**src/rtl/uwire_pkg.sv**
```systemverilog
package uwire_pkg;

  typedef enum logic [2:0] {
    OP_READ      = 3'd0,
    OP_WRITE     = 3'd1,
    OP_ERASE     = 3'd2,
    OP_WREN      = 3'd3,
    OP_ERASEALL  = 3'd4,
    OP_WRITEALL  = 3'd5,
    OP_WRDIS     = 3'd6
  } uwOp_e;

  // control -> datapath strobes
  typedef struct packed {
    logic load;
    logic phaseRst;
    logic bitEnd;
    logic waitRst;
  } uwStrobe_t;

  // datapath -> control status
  typedef struct packed {
    logic phaseEnd;
    logic lastBit;
    logic gapDone;
    logic pollExpired;
    logic isProg;
  } uwStatus_t;

  function automatic logic isProgOp(input logic [2:0] op);
    return op inside {OP_WRITE, OP_ERASE, OP_ERASEALL, OP_WRITEALL};
  endfunction

  function automatic logic isLongOp(input logic [2:0] op);
    return op inside {OP_READ, OP_WRITE, OP_WRITEALL};
  endfunction

endpackage

```
**src/rtl/uwire_dpath.sv**
```systemverilog
module uwire_dpath
  import uwire_pkg::*;
#(
  parameter int ADDR_W     = 6,
  parameter int DATA_W     = 16,
  parameter int HALF_DIV   = 2,
  parameter int CS_GAP     = 13,
  parameter int POLL_LIMIT = 1000
) (
  input  logic              clk,
  input  logic              rstN,
  input  uwStrobe_t         strobe,
  input  logic [2:0]        reqOp,
  input  logic [ADDR_W-1:0] reqAddr,
  input  logic [DATA_W-1:0] reqWdata,
  input  logic              memDo,
  output uwStatus_t         status,
  output logic              memDi,
  output logic [DATA_W-1:0] rdData
);
  localparam int CMD_LEN  = 3 + ADDR_W;
  localparam int LONG_LEN = CMD_LEN + DATA_W;
  localparam int CNT_W    = $clog2(LONG_LEN + 1);
  localparam int PH_W     = $clog2(HALF_DIV + 1);
  localparam int WAIT_MAX = (CS_GAP > POLL_LIMIT) ? CS_GAP : POLL_LIMIT;
  localparam int WT_W     = $clog2(WAIT_MAX + 1);

  logic [LONG_LEN-1:0] frameReg, frameNext;
  logic [CNT_W-1:0]    bitsLeft;
  logic [PH_W-1:0]     phaseCnt;
  logic [WT_W-1:0]     waitCnt;
  logic [2:0]          opReg;
  logic [DATA_W-1:0]   rdShift;
  logic [1:0]          opBits;
  logic [ADDR_W-1:0]   addrBits;

  // frame image: start bit, opcode, address field, data (zero unless written)
  always_comb begin
    opBits   = 2'b00;
    addrBits = reqAddr;
    unique case (reqOp)
      OP_READ:      opBits = 2'b10;
      OP_WRITE:     opBits = 2'b01;
      OP_ERASE:     opBits = 2'b11;
      OP_WREN:      addrBits = {2'b11, {(ADDR_W-2){1'b0}}};
      OP_ERASEALL:  addrBits = {2'b10, {(ADDR_W-2){1'b0}}};
      OP_WRITEALL:  addrBits = {2'b01, {(ADDR_W-2){1'b0}}};
      default:      addrBits = '0;
    endcase
    frameNext = {1'b1, opBits, addrBits,
                 (reqOp inside {OP_WRITE, OP_WRITEALL}) ? reqWdata : {DATA_W{1'b0}}};
  end

  always_ff @(posedge clk or negedge rstN) begin
    if (!rstN) begin
      frameReg <= '0;
      bitsLeft <= '0;
      opReg    <= '0;
    end else if (strobe.load) begin
      frameReg <= frameNext;
      bitsLeft <= isLongOp(reqOp) ? CNT_W'(LONG_LEN) : CNT_W'(CMD_LEN);
      opReg    <= reqOp;
    end else if (strobe.bitEnd) begin
      frameReg <= {frameReg[LONG_LEN-2:0], 1'b0};
      bitsLeft <= bitsLeft - 1'b1;
    end
  end

  always_ff @(posedge clk or negedge rstN) begin
    if (!rstN)                      phaseCnt <= '0;
    else if (strobe.phaseRst)       phaseCnt <= '0;
    else if (!status.phaseEnd)      phaseCnt <= phaseCnt + 1'b1;
  end

  always_ff @(posedge clk or negedge rstN) begin
    if (!rstN)                              waitCnt <= '0;
    else if (strobe.waitRst)                waitCnt <= '0;
    else if (waitCnt != WT_W'(WAIT_MAX))    waitCnt <= waitCnt + 1'b1;
  end

  // read capture: last DATA_W clocks of a read frame
  always_ff @(posedge clk or negedge rstN) begin
    if (!rstN)
      rdShift <= '0;
    else if (strobe.bitEnd && opReg == OP_READ && bitsLeft <= CNT_W'(DATA_W))
      rdShift <= {rdShift[DATA_W-2:0], memDo};
  end

  assign status.phaseEnd    = (phaseCnt == PH_W'(HALF_DIV - 1));
  assign status.lastBit     = (bitsLeft == CNT_W'(1));
  assign status.gapDone     = (waitCnt == WT_W'(CS_GAP - 1));
  assign status.pollExpired = (waitCnt == WT_W'(POLL_LIMIT - 1));
  assign status.isProg      = isProgOp(opReg);
  assign memDi              = frameReg[LONG_LEN-1];
  assign rdData             = rdShift;

endmodule

```
**src/rtl/uwire_ctrl.sv**
```systemverilog
module uwire_ctrl
  import uwire_pkg::*;
(
  input  logic      clk,
  input  logic      rstN,
  input  logic      reqValid,
  input  logic      memDo,
  input  uwStatus_t status,
  output uwStrobe_t strobe,
  output logic      memCs,
  output logic      memClk,
  output logic      reqReady,
  output logic      done,
  output logic      err
);
  typedef enum logic [2:0] {S_IDLE, S_LO, S_HI, S_GAP, S_POLL, S_FIN} state_e;

  state_e state, nextState;
  logic   polled, errFlag;

  always_comb begin
    strobe    = '0;
    nextState = state;
    unique case (state)
      S_IDLE: if (reqValid) begin
        strobe.load     = 1'b1;
        strobe.phaseRst = 1'b1;
        nextState       = S_LO;
      end
      S_LO: if (status.phaseEnd) begin
        strobe.phaseRst = 1'b1;
        nextState       = S_HI;
      end
      S_HI: if (status.phaseEnd) begin
        strobe.phaseRst = 1'b1;
        strobe.bitEnd   = 1'b1;
        if (status.lastBit) begin
          strobe.waitRst = 1'b1;
          nextState      = S_GAP;
        end else begin
          nextState = S_LO;
        end
      end
      S_GAP: if (status.gapDone) begin
        strobe.waitRst = 1'b1;
        nextState      = (status.isProg && !polled) ? S_POLL : S_FIN;
      end
      S_POLL: if (memDo || status.pollExpired) begin
        strobe.waitRst = 1'b1;
        nextState      = S_GAP;
      end
      S_FIN:   nextState = S_IDLE;
      default: nextState = S_IDLE;
    endcase
  end

  always_ff @(posedge clk or negedge rstN) begin
    if (!rstN) begin
      state   <= S_IDLE;
      polled  <= 1'b0;
      errFlag <= 1'b0;
    end else begin
      state <= nextState;
      if (state == S_FIN) begin
        polled  <= 1'b0;
        errFlag <= 1'b0;
      end else begin
        if (state == S_GAP && nextState == S_POLL) polled <= 1'b1;
        if (state == S_POLL && !memDo && status.pollExpired) errFlag <= 1'b1;
      end
    end
  end

  assign memCs    = (state == S_LO) || (state == S_HI) || (state == S_POLL);
  assign memClk   = (state == S_HI);
  assign reqReady = (state == S_IDLE);
  assign done     = (state == S_FIN);
  assign err      = (state == S_FIN) && errFlag;

endmodule

```
**src/rtl/uwire_host.sv**
```systemverilog
module uwire_host
  import uwire_pkg::*;
#(
  parameter int ADDR_W     = 6,
  parameter int DATA_W     = 16,
  parameter int HALF_DIV   = 2,
  parameter int CS_GAP     = 13,
  parameter int POLL_LIMIT = 1000
) (
  input  logic              clk,
  input  logic              rstN,
  input  logic              reqValid,
  input  logic [2:0]        reqOp,
  input  logic [ADDR_W-1:0] reqAddr,
  input  logic [DATA_W-1:0] reqWdata,
  output logic              reqReady,
  output logic              done,
  output logic              err,
  output logic [DATA_W-1:0] rdData,
  output logic              memCs,
  output logic              memClk,
  output logic              memDi,
  input  logic              memDo
);
  uwStrobe_t strobe;
  uwStatus_t status;

  uwire_ctrl i_ctrl (
    .clk      (clk),
    .rstN     (rstN),
    .reqValid (reqValid),
    .memDo    (memDo),
    .status   (status),
    .strobe   (strobe),
    .memCs    (memCs),
    .memClk   (memClk),
    .reqReady (reqReady),
    .done     (done),
    .err      (err)
  );

  uwire_dpath #(
    .ADDR_W     (ADDR_W),
    .DATA_W     (DATA_W),
    .HALF_DIV   (HALF_DIV),
    .CS_GAP     (CS_GAP),
    .POLL_LIMIT (POLL_LIMIT)
  ) i_dpath (
    .clk      (clk),
    .rstN     (rstN),
    .strobe   (strobe),
    .reqOp    (reqOp),
    .reqAddr  (reqAddr),
    .reqWdata (reqWdata),
    .memDo    (memDo),
    .status   (status),
    .memDi    (memDi),
    .rdData   (rdData)
  );

endmodule

```
**config.mk**
```make
export PLATFORM = sky130hd
export DESIGN_NAME = uwire_host
export DESIGN_NICKNAME = d
export VERILOG_FILES = /design/src/rtl/uwire_pkg.sv /design/src/rtl/uwire_dpath.sv /design/src/rtl/uwire_ctrl.sv /design/src/rtl/uwire_host.sv
export SDC_FILE = /design/constraint.sdc
export NUM_CORES = 1
export LEC_CHECK = 0
export BUFFER_PORTS_ARGS = -buffer_cell sky130_fd_sc_hd__buf_2
export CELL_PAD_IN_SITES_DETAIL_PLACEMENT = 1
export CELL_PAD_IN_SITES_GLOBAL_PLACEMENT = 2
export CORE_ASPECT_RATIO = 0.8
export CORE_UTILIZATION = 34
export DETAILED_ROUTE_END_ITERATION = 6
export GPL_TIMING_DRIVEN = 0
export PLACE_DENSITY = 0.73
export RECOVER_POWER = 100
export SYNTH_ARGS = -nofsm -noshare
export SYNTH_HDL_FRONTEND = slang
export SYNTH_HIERARCHICAL = 1
export SYNTH_SLANG_ARGS = --single-unit
```
**constraint.sdc**
```tcl
create_clock -name clk -period 3.3 [get_ports clk]
set_clock_uncertainty 0.1 [all_clocks]
set_input_delay 0.33 -clock clk [delete_from_list [all_inputs] [get_ports clk]]
set_output_delay 0.33 -clock clk [all_outputs]
set_load 0.01 [all_outputs]
```
==> metrics.yaml, run 1 <==
status: "finished with violations"
violations: "capacitance limit, slew limit"
first_iter_violations: 85
rsz0062_at_grt: "no"
row_count: 32
synth_cells: 329
synth-compound-area-share: 0.134
fin_tns_setup_ps: 0
port_buffers: 48
max-cap-violations: 1
routed_wl_mm: 7.73
ff2ff_setup_slack_ps: 310
r2r_cells: 8
r2r-end: "i_dpath/rdData[6]"
ys.warnings.count: 6
synthAdderAreaFrac: 0.0221
final_cells: 528
cts_sinks: 66
grt_max_degree: 67
cts-root-buf: "clkbuf_16"
cts_buffer_depth: 2
regArea_sq_um: 1650
critical_path_required_ps: 3410
worstSetupEndpointType: "flip-flop"
dp_slack_ps: 38.5
netlist_top_cells_area: "dfrtp_1 (49%), nor2_1 (5.0%), a2bb2oi_1 (4.1%)"
vdd_drop_max_v: 0.000390
fin_util: 0.421
period_share: 0.906
p_leak_nw: 1.82
worstHoldStart: "reqWdata[0]"
viasPerCell: 4.91
period_needed_ps: 2990
dp_cells: 513
yosysMostFrequentCell: "dfrtp_1"
num-nets-final: 423
synthMuxAreaShare: 0.0849
timing.final.hold_violations: 0
hold_class: "in2reg"
placed_cell_area_sq_um: 3800
drc: 0
arrival_ps: 3100
power_density_nw_per_um2: 843
ant_nets: 0
diodes: 0
fmax_ghz: 0.335
clk_pin_slew_worst_paths_ps: 60
clk_latency_ps: 330
total_power_mw: 3.43
cts_buffers: 9
initial_utilization: 0.351
tightest_slew_ps: 1680
syn2layout_area_growth_pct: 19.9
yosysTopAreaCell: "dfrtp_1"
async_flop_share: 1.00
setup_slack_ps: 311
synth_area_sq_um: 3390
slew_viol_final: 67
multi_input_area_sq_um: 1580
crit_path_cell_trace: "inv_1 -> ha_1 -> inv_1 -> nor3_2 -> or4b_1 -> a21oi_4 -> buf_6 -> mux2_1"
yosys.area_share.simple: 0.194
die_y_um: 91.3
finalInstanceArea_sq_um: 4070
synth_xor_area_frac: 0.0306
hpwl_mm: 5.42
criticalPathCategory: "reg2reg"
boundaryPins: 51
syn_nets: 364
avgSynthCellArea_sq_um: 10.3
die_w_um: 114
grt_pass1_wl_mm: 13.4
yosys.cell_types.count: 55
die-area_sq_um: 10400
synth_top_family_by_area: "simple AND/OR/NAND/NOR gates"
grt_pass1_vias: 2658
synthTopCellsByCount: "dfrtp_1 (66), nor2_1 (45), nor2b_1 (20)"
cp_max_fo: 10
cts_tree: "built"
synth_top_area_frac: 0.487
finalSetupViolCount: 0
critPathBufInv: 3
hold_path_end: "i_dpath/frameReg[0]"
holdWs_ps: 121
crit_top_cell: "inv_1"
crit_path_start_kind: "flip-flop"
grt_antenna_before_repair: 0
max_stage_delay_ps: 540
grt_usage: 0.167
gp_congestion: 0.749
reg2reg_from: "i_dpath/phaseCnt[1]"
synth_flop_cell: "dfrtp_1"
whs_path_depth: 2
vias: 2591
coreArea_sq_um: 9650
drive_above_1_share: 0.179
cp_slowest_cell: "or4b_1"
ys_ff_latch: 66
cp_top_family: "simple AND/OR/NAND/NOR gates"
yosysSeqAreaShare: 0.487
synth_edf_count: 0
fillers: 1101
ctsHtreeMaxLevel: 3
firstDrtPassIters: 4
overflow: 0
routedWlPerCell_um: 14.6
max_slew_margin: -0.119
-- layout by cell type, fill, tap and decap left out, types with 3 or more instances in the layout --
master / count
xnor2_1: 6
or4_1: 3
buf_6: 3
clkbuf_16: 9
nand3_1: 8
nor2b_1: 20
clkbuf_1: 34
o31ai_1: 3
nor2_1: 45
a21oi_1: 11
ha_1: 6
o21ai_0: 7
mux2_1: 10
mux2i_1: 4
nand2b_1: 6
a2bb2oi_1: 16
a22oi_1: 5
a21o_1: 4
mux2_2: 12
nor4b_1: 3
buf_2: 28
inv_1: 15
nand2_1: 13
xor2_1: 4
dfrtp_1: 66
-- cell type report --
| cell class | count | share of cell area |
|---|---|---|
| repair buffers | 48 | 0.0529 |
| plain buffers | 19 | 0.0237 |
| inverters | 15 | 0.0139 |
| multi-input cells | 229 | 0.389 |
| flip-flops and latches | 66 | 0.406 |
| clock inverters | 5 | 0.0135 |
| clock buffers | 10 | 0.0588 |
| well taps | 136 | 0.0419 |
-- layer usage --
| metal | up-vias | wire [um] | GRT usage |
|---|---|---|---|
| met2 | 48 | 3360 | 0.245 |
| met3 | 9 | 292 | 0.0421 |
| li1 | 1270 | - | - |
| met4 | 0 | 93 | 0.0647 |
| met1 | 1264 | 3990 | 0.235 |
| met5 | - | 0 | 0 |
-- timing repair --
action | in CTS | in global routing
setup buffers | 0 | 0
hold buffers | 0 | 0
resized for setup | 0 | 4
setup endpoints to repair | 0 | 25
-- power breakdown --
part           internal (mW)  switching, mW  total, mW  leakage [nW]
sequential              1.10          0.213       1.31         0.824
clock                  0.598          0.348      0.945         0.140
combinational          0.530          0.642       1.17         0.856
-- state kept, by name, summed over array words and instances, names as in the netlist, 2 cells and up --
register          cells
i_dpath/rdData       16
i_ctrl/state          3
i_dpath/bitsLeft      5
i_dpath/phaseCnt      2
i_dpath/waitCnt      10
i_dpath/frameReg     25
i_dpath/opReg         3
-- cell families after synthesis --
family                     count (synthesis)
and+or+nand+nor                          123
DFF                                       66
AOI/OAI and AO/OA                         63
buffers and inverters                     34
muxes                                     26
xor gates and xnor gates                  11
adders and majority gates                  6
-- worst register-to-register path, delay by kind of cell (launching register included) --
kind                       cells  cell delay, ps
AOI/OAI and AO/OA              1             310
adders and majority gates      1             330
buffers and inverters          3             430
DFF                            1             370
muxes                          1             330
and+or+nand+nor                2            1000
-- worst max-delay path by stage --
stage | from | end | slack [ps] | depth (start not counted)
6_report | i_dpath/phaseCnt[1] | i_dpath/rdData[6] | 310 | 8
5_1_grt | i_dpath/phaseCnt[1] | i_dpath/rdData[12] | 70 | 8
3_3_place_gp | i_dpath/phaseCnt[1] | i_dpath/rdData[7] | 90 | 8
4_1_cts | i_dpath/phaseCnt[1] | i_dpath/rdData[6] | 20 | 8
3_5_place_dp | i_dpath/phaseCnt[1] | i_dpath/rdData[7] | 40 | 8
2_1_floorplan | i_dpath/phaseCnt[1] | i_dpath/rdData[5] | 660 | 8
(Power assumes the default switching activity.)
==> run 2: changes to the inputs <==
--- a/config.mk
+++ b/config.mk
@@ -10,6 +10,7 @@
 export CELL_PAD_IN_SITES_GLOBAL_PLACEMENT = 2
 export CORE_ASPECT_RATIO = 0.8
 export CORE_UTILIZATION = 34
+export CTS_BUF_LIST = sky130_fd_sc_hd__clkbuf_16
 export DETAILED_ROUTE_END_ITERATION = 6
 export GPL_TIMING_DRIVEN = 0
 export PLACE_DENSITY = 0.73
==> run 2 against run 1 <==
Compared with the run above:
- sequential share of layout area increased by 0.10 points
- global-route usage decreased by 0.10 points
- critical path depth unchanged
- clock power decreased by 2.5%
- core utilization decreased by 0.10 points
- highest routed layer unchanged
- routed wire length decreased by 0.23%
- the flow still finishes with violations (capacitance limit, slew limit)
- die area unchanged
- sequential power about the same
- hold slack improved by 1.3 ps
- maximum frequency about the same
- sequential cell count unchanged
==> metrics.yaml, run 2 (synthesized netlist as in run 1, its figures left out) <==
worstSetupEndpointType: "flip-flop"  # unchanged
clk_pin_slew_worst_paths_ps: 60  # about the same
power_density_nw_per_um2: 838  # was 843 nW/um^2
port_buffers: 48  # unchanged
hold_buffers: 0  # unchanged
ant_nets: 0  # unchanged
grt_pass1_vias: 2631  # was 2658
critical_path_required_ps: 3410  # about the same
final_cell_mix: "dfrtp_1 (66), nor2_1 (45), clkbuf_1 (34)"  # unchanged
wl_met2_mm: 3.34  # was 3.36 mm
timing.final.hold_violations: 0  # unchanged
pwr-share-clk: 0.271  # was 0.276
wl_met3_um: 255  # was 292 um
clk_latency_ps: 330  # about the same
vias: 2572  # was 2591
first_iter_violations: 71  # was 85
cts-root-buf: "clkbuf_16"  # unchanged
routed.top_layer: "met4"  # unchanged
coreArea_sq_um: 9650  # unchanged
p_seq_frac: 0.385  # was 0.382
wl_met1_mm: 4.02  # was 3.99 mm
placed_cell_area_sq_um: 3800  # unchanged
syn2layout_area_growth_pct: 19.6  # was 19.9%
overflow: 0  # unchanged
rsz0062_at_grt: "no"  # unchanged
gp_congestion: 0.749  # unchanged
p_int_mw: 2.20  # was 2.22 mW
row_count: 32  # unchanged
cp_slowest_cell: "or4b_1"  # unchanged
max-cap-violations: 1  # unchanged
die_y_um: 91.3  # unchanged
grt_antenna_before_repair: 0  # unchanged
max_stage_delay_ps: 540  # about the same
final_common_cell: "dfrtp_1"  # unchanged
crit_path_cell_trace: "inv_1 -> ha_1 -> inv_1 -> nor3_2 -> or4b_1 -> a21oi_4 -> buf_6 -> mux2_1"  # unchanged
drc: 0  # unchanged
power.share.switching: 0.353  # was 0.351
max_slew_margin: -0.146  # was -0.119
top_register: "i_dpath/frameReg"  # unchanged
firstDrtPassIters: 5  # was 4
die_w_um: 114  # unchanged
arrival_ps: 3090  # was 3100 ps
viasPerCell: 4.87  # was 4.91
crit_path_start_kind: "flip-flop"  # unchanged
drive_above_1_share: 0.176  # was 0.179
grt_pass1_wl_mm: 13.4  # about the same
tightest_slew_ps: 1720  # was 1680 ps
crit_top_cell: "inv_1"  # unchanged
routed_wl_mm: 7.72  # was 7.73 mm
power_switching_mw: 1.20  # about the same
routedWlPerCell_um: 14.6  # about the same
boundaryPins: 51  # unchanged
slew_viol_final: 67  # unchanged
grt_max_degree: 67  # unchanged
setup_slack_ps: 314  # was 311 ps
criticalPathCategory: "reg2reg"  # unchanged
pwr-share-comb: 0.344  # was 0.342
hold_class: "in2reg"  # unchanged
dp_slack_ps: 38.5  # unchanged
p_leak_nw: 1.82  # about the same
total_power_mw: 3.40  # was 3.43 mW
grt_usage: 0.166  # was 0.167
cts_buffers: 9  # unchanged
finalSetupViolCount: 0  # unchanged
initial_utilization: 0.351  # unchanged
period_share: 0.905  # was 0.906
period_needed_ps: 2990  # about the same
cp_max_fo: 10  # unchanged
status: "finished with violations"  # unchanged
finalInstanceArea_sq_um: 4060  # was 4070 sq um
die-area_sq_um: 10400  # unchanged
num-nets-final: 423  # unchanged
fmax_ghz: 0.335  # about the same
ctsHtreeMaxLevel: 3  # unchanged
largest_register_ff_count: 25  # unchanged
hpwl_mm: 5.42  # unchanged
cts_sinks: 66  # unchanged
vdd_drop_max_v: 0.000391  # was 0.000390 V
fin_tns_setup_ps: 0  # unchanged
cts_tree: "built"  # unchanged
cts_buffer_depth: 2  # unchanged
diodes: 0  # unchanged
violations: "capacitance limit, slew limit"  # unchanged
==> run 2: final timing paths <==
check,startpoint,end,slack (ps),cells past startpoint
max,i_dpath/phaseCnt[1],i_dpath/rdData[6],310,8
min,reqWdata[0],i_dpath/frameReg[0],120,2
max reg2reg,i_dpath/phaseCnt[1],i_dpath/rdData[6],310,8
min reg2reg,i_ctrl/errFlag,i_ctrl/errFlag,390,2
max in group asynchronous,rstN,i_dpath/frameReg[17],1720,1
min in group asynchronous,rstN,i_dpath/waitCnt[0],340,1
==> run 2: layout make-up <==
type | count | area (sq um)
Buffer | 19 | 96.3
Clock buffer | 9 | 225
Clock inverter | 6 | 58.8
Fill cell | 1103 | 5590
Inverter | 15 | 56.3
Multi-Input combinational cell | 229 | 1580
Sequential cell | 66 | 1650
Tap cell | 136 | 170
Timing Repair Buffer | 48 | 215
==> run 2: timing repair <==
item,in CTS,in global routing
setup endpoints to repair,0,25
buffers inserted,0,0
resized for setup,0,4
==> run 2: worst max-delay path, delay by kind of cell, from the launching register on <==
family | cells | cell delay (ps)
AOI/OAI and AO/OA | 1 | 310
adders and majority gates | 1 | 330
buffers and inverters | 3 | 410
DFF | 1 | 370
muxes | 1 | 330
and+or+nand+nor | 2 | 1000
==> run 2: metrics by stage <==
step                      utilization  hold WS [ps]  std cells
after CTS                       0.424          45.2        528
after detailed placement        0.394           381        513
after global routing            0.420           112        528
after global placement          0.394           372        513
after floorplan                     -         -65.6        329
final                           0.420           123        528
==> run 2: power by group through the flow <==
| stage | Combinational [mW] | Clock (mW) | Sequential [mW] |
|---|---|---|---|
| 6_report | 1.17 | 0.921 | 1.31 |
| 5_1_grt | 1.34 | 0.990 | 1.35 |
| 4_1_cts | 1.20 | 0.958 | 1.31 |
| 3_5_place_dp | 1.20 | 0 | 1.32 |
| 3_3_place_gp | 1.16 | 0 | 1.31 |
| 2_1_floorplan | 0.912 | 0 | 1.27 |
==> run 2: routing by layer <==
layer / up-vias / global-route usage
met5: - / 0
li1: 1269 / -
met2: 42 / 0.239
met3: 9 / 0.0421
met1: 1252 / 0.237
met4: 0 / 0.0647
==> run 3: changes to the inputs <==
--- a/config.mk
+++ b/config.mk
@@ -9,11 +9,11 @@
 export CELL_PAD_IN_SITES_DETAIL_PLACEMENT = 1
 export CELL_PAD_IN_SITES_GLOBAL_PLACEMENT = 2
 export CORE_ASPECT_RATIO = 0.8
-export CORE_UTILIZATION = 34
+export CORE_UTILIZATION = 36
 export CTS_BUF_LIST = sky130_fd_sc_hd__clkbuf_16
 export DETAILED_ROUTE_END_ITERATION = 6
 export GPL_TIMING_DRIVEN = 0
-export PLACE_DENSITY = 0.73
+export PLACE_DENSITY = 0.77
 export RECOVER_POWER = 100
 export SYNTH_ARGS = -nofsm -noshare
 export SYNTH_HDL_FRONTEND = slang
==> run 3 against run 2 <==
Compared with the run above:
- the run still ends with capacitance limit, slew limit left
- largest power group unchanged
- maximum frequency about the same
- via count is 0.62% higher
- sequential share of layout area up 0.37 points
- highest routed layer unchanged
- die area decreased by 5.4%
==> metrics.yaml, run 3 (synthesized netlist as in run 1, its figures left out) <==
final_cell_mix: "dfrtp_1 (66), nor2_1 (46), clkbuf_1 (34)"  # was dfrtp_1 (66), nor2_1 (45), clkbuf_1 (34)
startpoint: "i_dpath/phaseCnt[1]"  # unchanged
cts_sinks: 66  # unchanged
cp_slowest_cell: "or4b_1"  # unchanged
max-cap-violations: 1  # unchanged
tightest_slew_ps: 1650  # was 1720 ps
ant_nets: 0  # unchanged
die_y_um: 88.8  # was 91.3 um
vias: 2588  # was 2572
clk_latency_ps: 330  # about the same
power_density_nw_per_um2: 839  # was 838 nW/um^2
boundaryPins: 51  # unchanged
period_needed_ps: 2990  # about the same
drive_above_1_share: 0.168  # was 0.176
grt_usage: 0.176  # was 0.166
die_w_um: 111  # was 114 um
status: "finished with violations"  # unchanged
port_buffers: 48  # unchanged
fin_tns_setup_ps: 0  # unchanged
routedWlPerCell_um: 15.4  # was 14.6 um
grt_antenna_before_repair: 0  # unchanged
postCtsSetupBuffers: 0  # unchanged
worstSetupEndpointType: "flip-flop"  # unchanged
overflow: 0  # unchanged
firstDrtPassIters: 4  # was 5
worstHoldStart: "reqWdata[0]"  # unchanged
cts_buffer_depth: 2  # unchanged
cts-root-buf: "clkbuf_16"  # unchanged
diodes: 0  # unchanged
max_stage_delay_ps: 540  # about the same
critical_path_required_ps: 3410  # about the same
top_register: "i_dpath/frameReg"  # unchanged
reg2reg_from: "i_dpath/phaseCnt[1]"  # unchanged
viasPerCell: 5.10  # was 4.87
setup_slack_ps: 312  # was 314 ps
routed_wl_mm: 7.80  # was 7.72 mm
fin_util: 0.441  # was 0.420
crit_path_cell_trace: "inv_1 -> ha_1 -> inv_1 -> nor3_2 -> or4b_1 -> a21oi_4 -> buf_6 -> mux2_1"  # unchanged
drc: 0  # unchanged
gp_congestion: 0.776  # was 0.749
fmax_ghz: 0.335  # about the same
hpwl_mm: 5.46  # was 5.42 mm
dp_slack_ps: 54.5  # was 38.5 ps
rsz0062_at_grt: "no"  # unchanged
timing.final.hold_violations: 0  # unchanged
arrival_ps: 3100  # was 3090 ps
cts_tree: "built"  # unchanged
final_common_cell: "dfrtp_1"  # unchanged
initial_utilization: 0.372  # was 0.351
cp_max_fo: 10  # unchanged
crit_top_cell: "inv_1"  # unchanged
row_count: 31  # was 32
max_slew_margin: -0.100  # was -0.146
first_iter_violations: 87  # was 71
hold_class: "in2reg"  # unchanged
grt_pass1_wl_mm: 13.5  # was 13.4 mm
largest_register_ff_count: 25  # unchanged
grt_max_degree: 67  # unchanged
syn2layout_area_growth_pct: 18.5  # was 19.6%
crit_path_start_kind: "flip-flop"  # unchanged
slew_viol_final: 67  # unchanged
grt_pass1_vias: 2620  # was 2631
die-area_sq_um: 9810  # was 10400 sq um
cts_buffers: 9  # unchanged
ctsHtreeMaxLevel: 3  # unchanged
finalSetupViolCount: 0  # unchanged
clk_pin_slew_worst_paths_ps: 50  # was 60 ps
criticalPathCategory: "reg2reg"  # unchanged
period_share: 0.905  # about the same
coreArea_sq_um: 9110  # was 9650 sq um
p_leak_nw: 1.82  # about the same
vdd_drop_max_v: 0.000363  # was 0.000391 V
violations: "capacitance limit, slew limit"  # unchanged
num-nets-final: 423  # unchanged
[run 3: cell types whose count changed in the layout (fill, tap and decap cells not counted), sizes merged]
cell,delta
clkinvlp,-2
inv,+2
[run 3: timing repair]
item,in CTS,in global routing
endpoints found under the setup margin,0,12
hold endpoints to repair,0,0
hold buffers,0,0
resized for setup,0,4
[run 3: routing by layer]
layer,GRT usage,part of all wire,up-vias
li1,-,-,1256
met1,0.244,0.51,1277
met2,0.265,0.44,45
met3,0.0493,0.041,10
met4,0.0655,0.014,0
met5,0,0,-
[run 3: report_power, final]
| group | internal, mW | switching (mW) |
|---|---|---|
| registers | 1.10 | 0.217 |
| logic | 0.521 | 0.638 |
| clock network | 0.569 | 0.331 |
[run 3: final timing paths]
| kind | end | cells after the start | slack, ps |
|---|---|---|---|
| max | i_dpath/rdData[11] | 8 | 310 |
| min | i_dpath/frameReg[0] | 2 | 130 |
| max reg2reg | i_dpath/rdData[11] | 8 | 310 |
| min reg2reg | i_dpath/frameReg[5] | 2 | 400 |
| max in group asynchronous | i_dpath/opReg[2] | 1 | 1790 |
| min in group asynchronous | i_dpath/rdData[0] | 1 | 320 |
[run 3: per-stage QoR]
stage | instance area [sq um] | instances | hold WS, ps | total power [mW]
2_1_floorplan | 3390 | 329 | -65.6 | 2.18
3_3_place_gp | 3770 | 492 | 370 | 2.46
3_5_place_dp | 3780 | 492 | 389 | 2.52
4_1_cts | 4050 | 507 | 53.3 | 3.44
5_1_grt | 4020 | 507 | 144 | 3.63
6_report | 4020 | 507 | 135 | 3.37
[run 3: layout make-up]
cell class | count | area (sq um)
Fill cell | 1049 | 5100
Sequential cell | 66 | 1650
Multi-Input combinational cell | 229 | 1580
Clock buffer | 9 | 225
Timing Repair Buffer | 48 | 215
Tap cell | 115 | 144
Buffer | 19 | 96.3
Inverter | 15 | 56.3
Clock inverter | 6 | 51.3
[run 3: worst max-delay path, delay by kind of cell (launching register included)]
kind | cells | cell delay [ps]
DFF | 1 | 370
buffers and inverters | 3 | 400
and+or+nand+nor | 2 | 1010
adders and majority gates | 1 | 320
AOI/OAI and AO/OA | 1 | 330
muxes | 1 | 330
